===== config.mk =====
export PLATFORM = sky130hd
export DESIGN_NAME = pit_interval_timer
export DESIGN_NICKNAME = d
export VERILOG_FILES = /design/src/rtl/pit_pkg.sv /design/src/rtl/pit_base_strobe.sv /design/src/rtl/pit_period_ctr.sv /design/src/rtl/pit_regs.sv /design/src/rtl/pit_interval_timer.sv
export SDC_FILE = /design/constraint.sdc
export NUM_CORES = 1
export LEC_CHECK = 0
export CAP_MARGIN = 25
export CORE_ASPECT_RATIO = 1.4
export CORE_MARGIN = 4
export CORE_UTILIZATION = 50
export CTS_BUF_LIST = sky130_fd_sc_hd__clkbuf_4 sky130_fd_sc_hd__clkbuf_8
export DETAILED_ROUTE_END_ITERATION = 8
export PLACE_DENSITY = 0.95
export SYNTH_ARGS = -nofsm -noshare
export SYNTH_HDL_FRONTEND = slang
export SYNTH_SLANG_ARGS = --single-unit

===== constraint.sdc =====
create_clock -name clk -period 5 [get_ports clk]
set_input_delay 1 -clock clk [delete_from_list [all_inputs] [get_ports clk]]
set_output_delay 1 -clock clk [all_outputs]
set_load 0.01 [all_outputs]

===== src/rtl/pit_pkg.sv =====
package pit_pkg;
   // Byte offsets decoded by the register port.
   localparam int unsigned RELOAD_OFS = 32'h228;
   localparam int unsigned COUNT_OFS  = 32'h230;

   typedef enum logic [1:0] {
      SEL_NONE   = 2'd0,
      SEL_RELOAD = 2'd1,
      SEL_COUNT  = 2'd2
   } pit_reg_e;
endpackage


===== src/rtl/pit_base_strobe.sv =====
module pit_base_strobe #(
   parameter int unsigned BASE_DIV = 50000
) (
   input  logic clk,
   input  logic rst,
   input  logic restart,
   output logic strobe
);
   localparam int unsigned CW = (BASE_DIV > 1) ? $clog2(BASE_DIV) : 1;
   localparam logic [CW-1:0] LAST = CW'(BASE_DIV - 1);

   generate
      if (BASE_DIV < 1) begin : g_bad_div
         $error("BASE_DIV must be at least 1");
      end
      if (BASE_DIV == 1) begin : g_pass
         // Every clock is a base tick; a restart cycle does not count.
         assign strobe = !(rst || restart);
      end else begin : g_div
         logic [CW-1:0] cnt;
         always_ff @(posedge clk) begin
            if (rst || restart)  cnt <= '0;
            else if (cnt == LAST) cnt <= '0;
            else                  cnt <= cnt + 1'b1;
         end
         assign strobe = (cnt == LAST);

         assert_strobe_isolated_R1: assert property (@(posedge clk) disable iff (rst)
            strobe |=> !strobe);
      end
   endgenerate
endmodule


===== src/rtl/pit_period_ctr.sv =====
module pit_period_ctr #(
   parameter int unsigned RELOAD_W = 16
) (
   input  logic                clk,
   input  logic                rst,
   input  logic                restart,
   input  logic                strobe,
   input  logic [RELOAD_W-1:0] reload,
   output logic [RELOAD_W-1:0] elapsed,
   output logic                expire
);
   generate
      if (RELOAD_W < 1) begin : g_bad_w
         $error("RELOAD_W must be at least 1");
      end
   endgenerate

   assign expire = strobe && (elapsed == reload) && !restart;

   always_ff @(posedge clk) begin
      if (rst || restart) elapsed <= '0;
      else if (strobe)    elapsed <= (elapsed == reload) ? '0 : elapsed + 1'b1;
   end

   assert_elapsed_bounded_R4: assert property (@(posedge clk) disable iff (rst)
      elapsed <= reload);
   assert_wrap_after_expire_R3: assert property (@(posedge clk) disable iff (rst)
      expire |=> (elapsed == '0));
endmodule


===== src/rtl/pit_regs.sv =====
module pit_regs
   import pit_pkg::*;
#(
   parameter int unsigned ADDR_W   = 12,
   parameter int unsigned DATA_W   = 32,
   parameter int unsigned RELOAD_W = 16
) (
   input  logic                clk,
   input  logic                rst,
   input  logic                bus_sel,
   input  logic                bus_wr,
   input  logic [ADDR_W-1:0]   bus_addr,
   input  logic [DATA_W-1:0]   bus_wdata,
   input  logic [RELOAD_W-1:0] elapsed,
   output logic [RELOAD_W-1:0] reload,
   output logic                reload_wr,
   output logic                count_rd,
   output logic [DATA_W-1:0]   bus_rdata
);
   localparam int unsigned WA = ADDR_W - 2;
   localparam logic [WA-1:0] RELOAD_WA = WA'(RELOAD_OFS >> 2);
   localparam logic [WA-1:0] COUNT_WA  = WA'(COUNT_OFS >> 2);

   generate
      if (RELOAD_W > DATA_W) begin : g_bad_rw
         $error("RELOAD_W must not exceed DATA_W");
      end
      if (ADDR_W < 10) begin : g_bad_aw
         $error("ADDR_W too small for the register offsets");
      end
   endgenerate

   pit_reg_e hit;
   logic [WA-1:0] waddr;
   assign waddr = bus_addr[ADDR_W-1:2];

   always_comb begin
      hit = SEL_NONE;
      if (waddr == RELOAD_WA)     hit = SEL_RELOAD;
      else if (waddr == COUNT_WA) hit = SEL_COUNT;
   end

   assign reload_wr = bus_sel && bus_wr && (hit == SEL_RELOAD);
   assign count_rd  = bus_sel && !bus_wr && (hit == SEL_COUNT);

   always_ff @(posedge clk) begin
      if (rst)            reload <= '0;
      else if (reload_wr) reload <= bus_wdata[RELOAD_W-1:0];
   end

   always_comb begin
      bus_rdata = '0;
      if (bus_sel && !bus_wr) begin
         unique case (hit)
            SEL_RELOAD: bus_rdata = DATA_W'(reload);
            SEL_COUNT:  bus_rdata = DATA_W'(elapsed);
            default:    bus_rdata = '0;
         endcase
      end
   end

   assert_reload_stable_R7: assert property (@(posedge clk) disable iff (rst)
      !reload_wr |=> $stable(reload));
endmodule


===== src/rtl/pit_interval_timer.sv =====
module pit_interval_timer #(
   parameter int unsigned BASE_DIV = 50000,
   parameter int unsigned RELOAD_W = 16,
   parameter int unsigned ADDR_W   = 12,
   parameter int unsigned DATA_W   = 32
) (
   input  logic              clk,
   input  logic              rst,
   input  logic              bus_sel,
   input  logic              bus_wr,
   input  logic [ADDR_W-1:0] bus_addr,
   input  logic [DATA_W-1:0] bus_wdata,
   output logic [DATA_W-1:0] bus_rdata,
   output logic              irq
);
   logic                strobe;
   logic                expire;
   logic                reload_wr;
   logic                count_rd;
   logic [RELOAD_W-1:0] reload;
   logic [RELOAD_W-1:0] elapsed;

   pit_regs #(.ADDR_W(ADDR_W), .DATA_W(DATA_W), .RELOAD_W(RELOAD_W)) u_regs (
      .clk(clk), .rst(rst), .bus_sel(bus_sel), .bus_wr(bus_wr),
      .bus_addr(bus_addr), .bus_wdata(bus_wdata), .elapsed(elapsed),
      .reload(reload), .reload_wr(reload_wr), .count_rd(count_rd),
      .bus_rdata(bus_rdata)
   );

   pit_base_strobe #(.BASE_DIV(BASE_DIV)) u_base (
      .clk(clk), .rst(rst), .restart(reload_wr), .strobe(strobe)
   );

   pit_period_ctr #(.RELOAD_W(RELOAD_W)) u_period (
      .clk(clk), .rst(rst), .restart(reload_wr), .strobe(strobe),
      .reload(reload), .elapsed(elapsed), .expire(expire)
   );

   // Priority: reload write clears, then expiry raises, then acknowledge clears.
   always_ff @(posedge clk) begin
      if (rst)            irq <= 1'b0;
      else if (reload_wr) irq <= 1'b0;
      else if (expire)    irq <= 1'b1;
      else if (count_rd)  irq <= 1'b0;
   end

   assert_write_clears_R2: assert property (@(posedge clk) disable iff (rst)
      reload_wr |=> !irq);
   assert_expire_raises_R3: assert property (@(posedge clk) disable iff (rst)
      expire |=> irq);
   assert_rise_needs_expire_R1: assert property (@(posedge clk) disable iff (rst)
      $rose(irq) |-> $past(expire));
   assert_ack_clears_R4: assert property (@(posedge clk) disable iff (rst)
      (count_rd && !expire) |=> !irq);
   assert_ack_loses_R5: assert property (@(posedge clk) disable iff (rst)
      (count_rd && expire && !reload_wr) |=> irq);
endmodule


After elaboration in Yosys (flattened, before gate mapping)
Cells that the tools add are included.

Word-level logic and storage cells: 31. Register bits: 49. Bits of input ports: 48. Bits in read-only memories: 0. Memories kept: 0. RAM bits: 0. Latch bits: 0. Output and inout port bits: 33.

$mul: 0. $lt $le $gt $ge: 0. Bitwise gates (word level): 0. Reduce and logical (&&, ||, !) cells: 12. Equality and inequality tests: 6. Shift operators: 0. Mux-type cells: 7. $add $sub $neg: 2. Div/mod/pow operators: 0.

Operators by type and width (count): $add 16x1->16 const B (2); $mux 32 (1); $pmux 16 s2 (1); $eq 10x8->1 const B (2); $eq 16x16->1 (1); $eq 16x16->1 const B (1); $mux 16 (1); $logic_and 1x1->1 (6); $mux 2 (2); $reduce_or 2->1 (2); $eq 2x1->1 const B (1); $eq 2x2->1 const B (1); $logic_not 1->1 (2); $mux 1 (2); $reduce_bool 2->1 (1); $logic_or 1x1->1 (1).

Depth between registers and ports, before layout
Depth in word-level cells: 8. Mapped depth: 7. Gate-level depth less buffers: 6.

Modules after synthesis
A second synthesis with hierarchy kept.

Cell total of the unflattened synthesis: 321. Area, all modules: 2887.8 um^2.

Modules (own cells, without submodules): pit_regs (seq. area each 320.3 um^2, times used 1, cells an instance 133, area an instance 1116.1 um^2); pit_period_ctr (seq. area each 320.3 um^2, times used 1, cells an instance 104, area an instance 1006.0 um^2); pit_base_strobe (seq. area each 320.3 um^2, times used 1, cells an instance 80, area an instance 720.7 um^2); pit_interval_timer (seq. area each 20.0 um^2, times used 1, cells an instance 4, area an instance 45.0 um^2).

Worst setup path after synthesis
OpenSTA, ideal clock, no wires.

Kind: input -> output. From: input bus_addr[2]. To: output bus_rdata[10]. Buffers on the path: 1. Data arrival time: 2568 ps. Stages: 5. Setup slack: 1432 ps. Cells stage by stage: or3b_1 -> or3_4 -> nor4b_2 -> buf_6 -> a22o_1.

Longest elaborated chain between the ends: 6.

Ends and longest elaborated chain: start, declared (line pit_interval_timer.sv:11) `input logic [ADDR_W-1:0] bus_addr,`; $eq 10x8->1 (line pit_regs.sv:40) `else if (waddr == COUNT_WA) hit = SEL_COUNT;`; $mux 2 (line pit_regs.sv:40); $mux 2 (*) (line pit_regs.sv:39) `if (waddr == RELOAD_WA) hit = SEL_RELOAD;`; $eq 2x2->1 / $eq 2x1->1 (equally long branches) (line pit_regs.sv:54) `unique case (hit)`; $pmux 16 s2 (*) (line pit_regs.sv:54); $mux 32 (*) (line pit_regs.sv:53) `if (bus_sel && !bus_wr) begin`; end, declared (line pit_interval_timer.sv:13) `output logic [DATA_W-1:0] bus_rdata,`.

Mark *: on every way between the ends. The rest lies on a longest branch, timed or not.

Worst setup path in the final report
From: input bus_addr[5]. To: output bus_rdata[13].

Same word-level chain as after synthesis.

==> results by group <==
Yosys
  – Post-Syn Area: 2625 um2
  – Ys flop type: dfxtp_1
  – Syn Area/Cell: 9.211 um2
  – Synth area leaders: dfxtp_1 (37%), xnor2_1 (12%), nor2_1 (7.1%)
  – Largest area contributor in the netlist: dfxtp_1
  – Top cell type's share of synthesized area: 37.37%
  – FF+latch count, synth: 49
  – XOR/XNOR share of the synthesized area: 15.01%
  – Compound-Gate Fraction of Synth Area: 6.149%
  – Main combinational cell family by area after synthesis: simple AND/OR/NAND/NOR gates
  – Yosys cell types: 38
  – Ys Warns: 0
  – Cell count after synthesis: 285
  – Post-Synth Adder-Cell Area: 0.9533%
  – Mux contribution to synthesized area: 6.101%
  – FFs w/ async S/R, synth: 0%
  – Post-synthesis sequential area ratio: 37.37%
  – Number of synthesized flops with an enable pin: 0
  – Post-synthesis simple-gate area fraction: 25.83%

STA
  – Slew Limit Fails: 0
  – Unrepaired setup endpoints after global routing: no
  – Setup Skew: 0.01183 ns
  – Worst Tran Pin Value: 0.9287 ns
  – Tmin final: 4.391 ns
  – Final Worst Setup Slack: 0.6095 ns
  – Fin. Hold Viols: 0
  – Rel. slew slack: 38.08%
  – Final setup fails: 0
  – Total negative slack: 0 ns
  – Tcrit/Tclk final: 87.81%
  – Fmax: 0.2278 GHz

Power and ir drop
  – Tot Pwr: 773.7 uW
  – Static leakage: 0.001248 uW
  – Max IR drop VDD: 0.0001795 V
  – Pwr per Cell Area: 243.6 nW/um2

Worst setup path
  – Critical path cell sequence: clkdlybuf4s50_1 > or3b_1 > or3_4 > nor4b_4 > buf_4 > a22o_1 > clkdlybuf4s50_1
  – CP Launch Type: input port
  – Critical Path AT: 3.39 ns
  – CP bufs+invs: 3
  – Worst Path Required: 4.00 ns
  – Slowest Stage Delay on Critical Path: 0.55 ns
  – Crit path max fanout: 17
  – CP top delay family: buffers and inverters
  – Crit-path slowest cell: clkdlybuf4s50_1
  – CP endpoint kind: primary output
  – Crit path kind: in -> out
  – CP most frequent cell: clkdlybuf4s50_1

Flow run
  – Max-cap violations: 0

Drt
  – Vias: 2083
  – DRT Pass-1 Iters: 5
  – Routed vias/inst: 5.314
  – DRC viols: 0
  – WL/cell: 14.58 um
  – Starting DRT DRC Count: 90
  – Antenna Nets Post-Route: 0
  – Final wirelength: 5.717 mm

Final layout
  – Final instance area: 3176 um2
  – Commonest non-fill, non-tap cells in the layout: nor2_1 (50), dfxtp_1 (49), clkdlybuf4s50_1 (46)
  – Share of cells above drive strength 1: 6.098%
  – ANT cells: 0
  – Layout area overhead: 20.97%
  – Nets: 377
  – Final Util: 64.09%
  – Commonest non-fill, non-tap cell in the layout: nor2_1

Place
  – GPL Wtd Cong: 0.8992
  – DP Area: 3038 um2
  – Detail Placement HPWL: 4.378 mm
  – Pre-CTS setup slack: 0.6247 ns
  – Port bufs: 46

Run status
  – Outcome: finished clean

Clock tree
  – Post-CTS setup buffers: 0
  – Root Buffer: clkbuf_8
  – CTS resizes: 0
  – Clock Latency Late Sink: 0.31 ns
  – CTS clk-pin slew, worst paths: 0.08 ns
  – CTS Sinks: 49
  – CTS Buf Count: 5
  – Clock buffer depth: 2
  – CTS Hold Bufs: 0
  – H-Tree Depth: 2
  – TritonCTS clock tree: built

Die
  – Core area: 4955 um2
  – Die area: 6489 um2
  – Die height: 93.73 um
  – DIE WIDTH: 69.24 um
  – Rows: 30
  – Boundary Pins: 81
  – Starting density of the core: 52.98%

GRT
  – First-pass GRT wire length: 9.321 mm
  – GRT overflow: 0
  – Initial antenna violation count: 0
  – Largest net degree at the start of global routing: 21
  – Vias in the first global route: 2109
  – Tot GR Track Use: 17.81%

Min path
  – Hold Crit Class: reg -> reg
[cell families after synthesis]
group                    after synthesis
AO/OA/AOI/OAI                         19
flip-flops                            49
other                                  1
multiplexers                          16
XOR/XNOR                              45
AND/OR/NAND/NOR                      119
buffers and inverters                 34
adder cells (fa/ha/maj)                2
[routing by layer]
layer  share of wire [%]  up-vias  global-route usage, %
met4                 3.0        0                  8.469
met2                  54       75                  33.12
li1                    -     1024                      -
met3                 5.2       16                  4.176
met1                  38      968                  18.70
met5                   0        -                      0
[metrics by stage]
stage / std cells / hold WS (ns)
2_1_floorplan: 300 / 0.4302
3_3_place_gp: 384 / 0.4446
3_5_place_dp: 384 / 0.4512
4_1_cts: 392 / 0.4736
5_1_grt: 392 / 0.5213
6_report: 392 / 0.4685
[state kept, by name, summed over array words and instances (netlist names)]
register          cells
u_regs.reload        16
irq                   1
u_period.elapsed     16
u_base.g_div.cnt     16
[worst reg2reg max path: cells and delay by family, from the launching register on]
family	cells	cell delay (ns)
AND/OR/NAND/NOR	4	1.71
flip-flops	1	0.36
[Yosys cell counts, types with 2 or more instances]
| cell | count |
|---|---|
| a21oi_1 | 2 |
| a22o_1 | 16 |
| and3_1 | 5 |
| and4_1 | 2 |
| buf_2 | 3 |
| buf_4 | 18 |
| buf_6 | 3 |
| clkbuf_1 | 4 |
| dfxtp_1 | 49 |
| ha_1 | 2 |
| inv_1 | 6 |
| mux2i_1 | 16 |
| nand2_1 | 8 |
| nand2b_1 | 3 |
| nand3_1 | 13 |
| nand4_1 | 7 |
| nor2_1 | 50 |
| nor2_2 | 2 |
| nor3_1 | 12 |
| nor4_4 | 2 |
| or3b_1 | 2 |
| xnor2_1 | 37 |
| xor2_1 | 8 |
[cell type report]
type / count / area, um2
inverters: 6 / 22.52
flip-flops and latches: 49 / 980.9
fillers: 412 / 1779
clock buffers: 5 / 68.82
multi-input cells: 217 / 1479
repair buffers: 48 / 475.5
clock inverters: 3 / 68.82
well taps: 64 / 80.08
[report_power, final]
group / leakage (uW) / switching, uW / internal (uW)
logic: 0.000784 / 18.8 / 24.4
clock network: 0.0000687 / 135 / 201
registers: 0.000395 / 2.04 / 392
[path summary, 6_finish.rpt]
| check | endpoint | cells past startpoint | start | slack [ns] |
|---|---|---|---|---|
| min | u_base.g_div.cnt[0]$_SDFF_PP0_ | 1 | u_base.g_div.cnt[0]$_SDFF_PP0_ | 0.47 |
| max | bus_rdata[13] | 7 | bus_addr[5] | 0.61 |
| max reg2reg | u_base.g_div.cnt[3]$_SDFF_PP0_ | 4 | u_base.g_div.cnt[10]$_SDFF_PP0_ | 2.80 |
| min reg2reg | u_base.g_div.cnt[0]$_SDFF_PP0_ | 1 | u_base.g_div.cnt[0]$_SDFF_PP0_ | 0.47 |
Note: power is estimated with default switching activity, not from simulation.
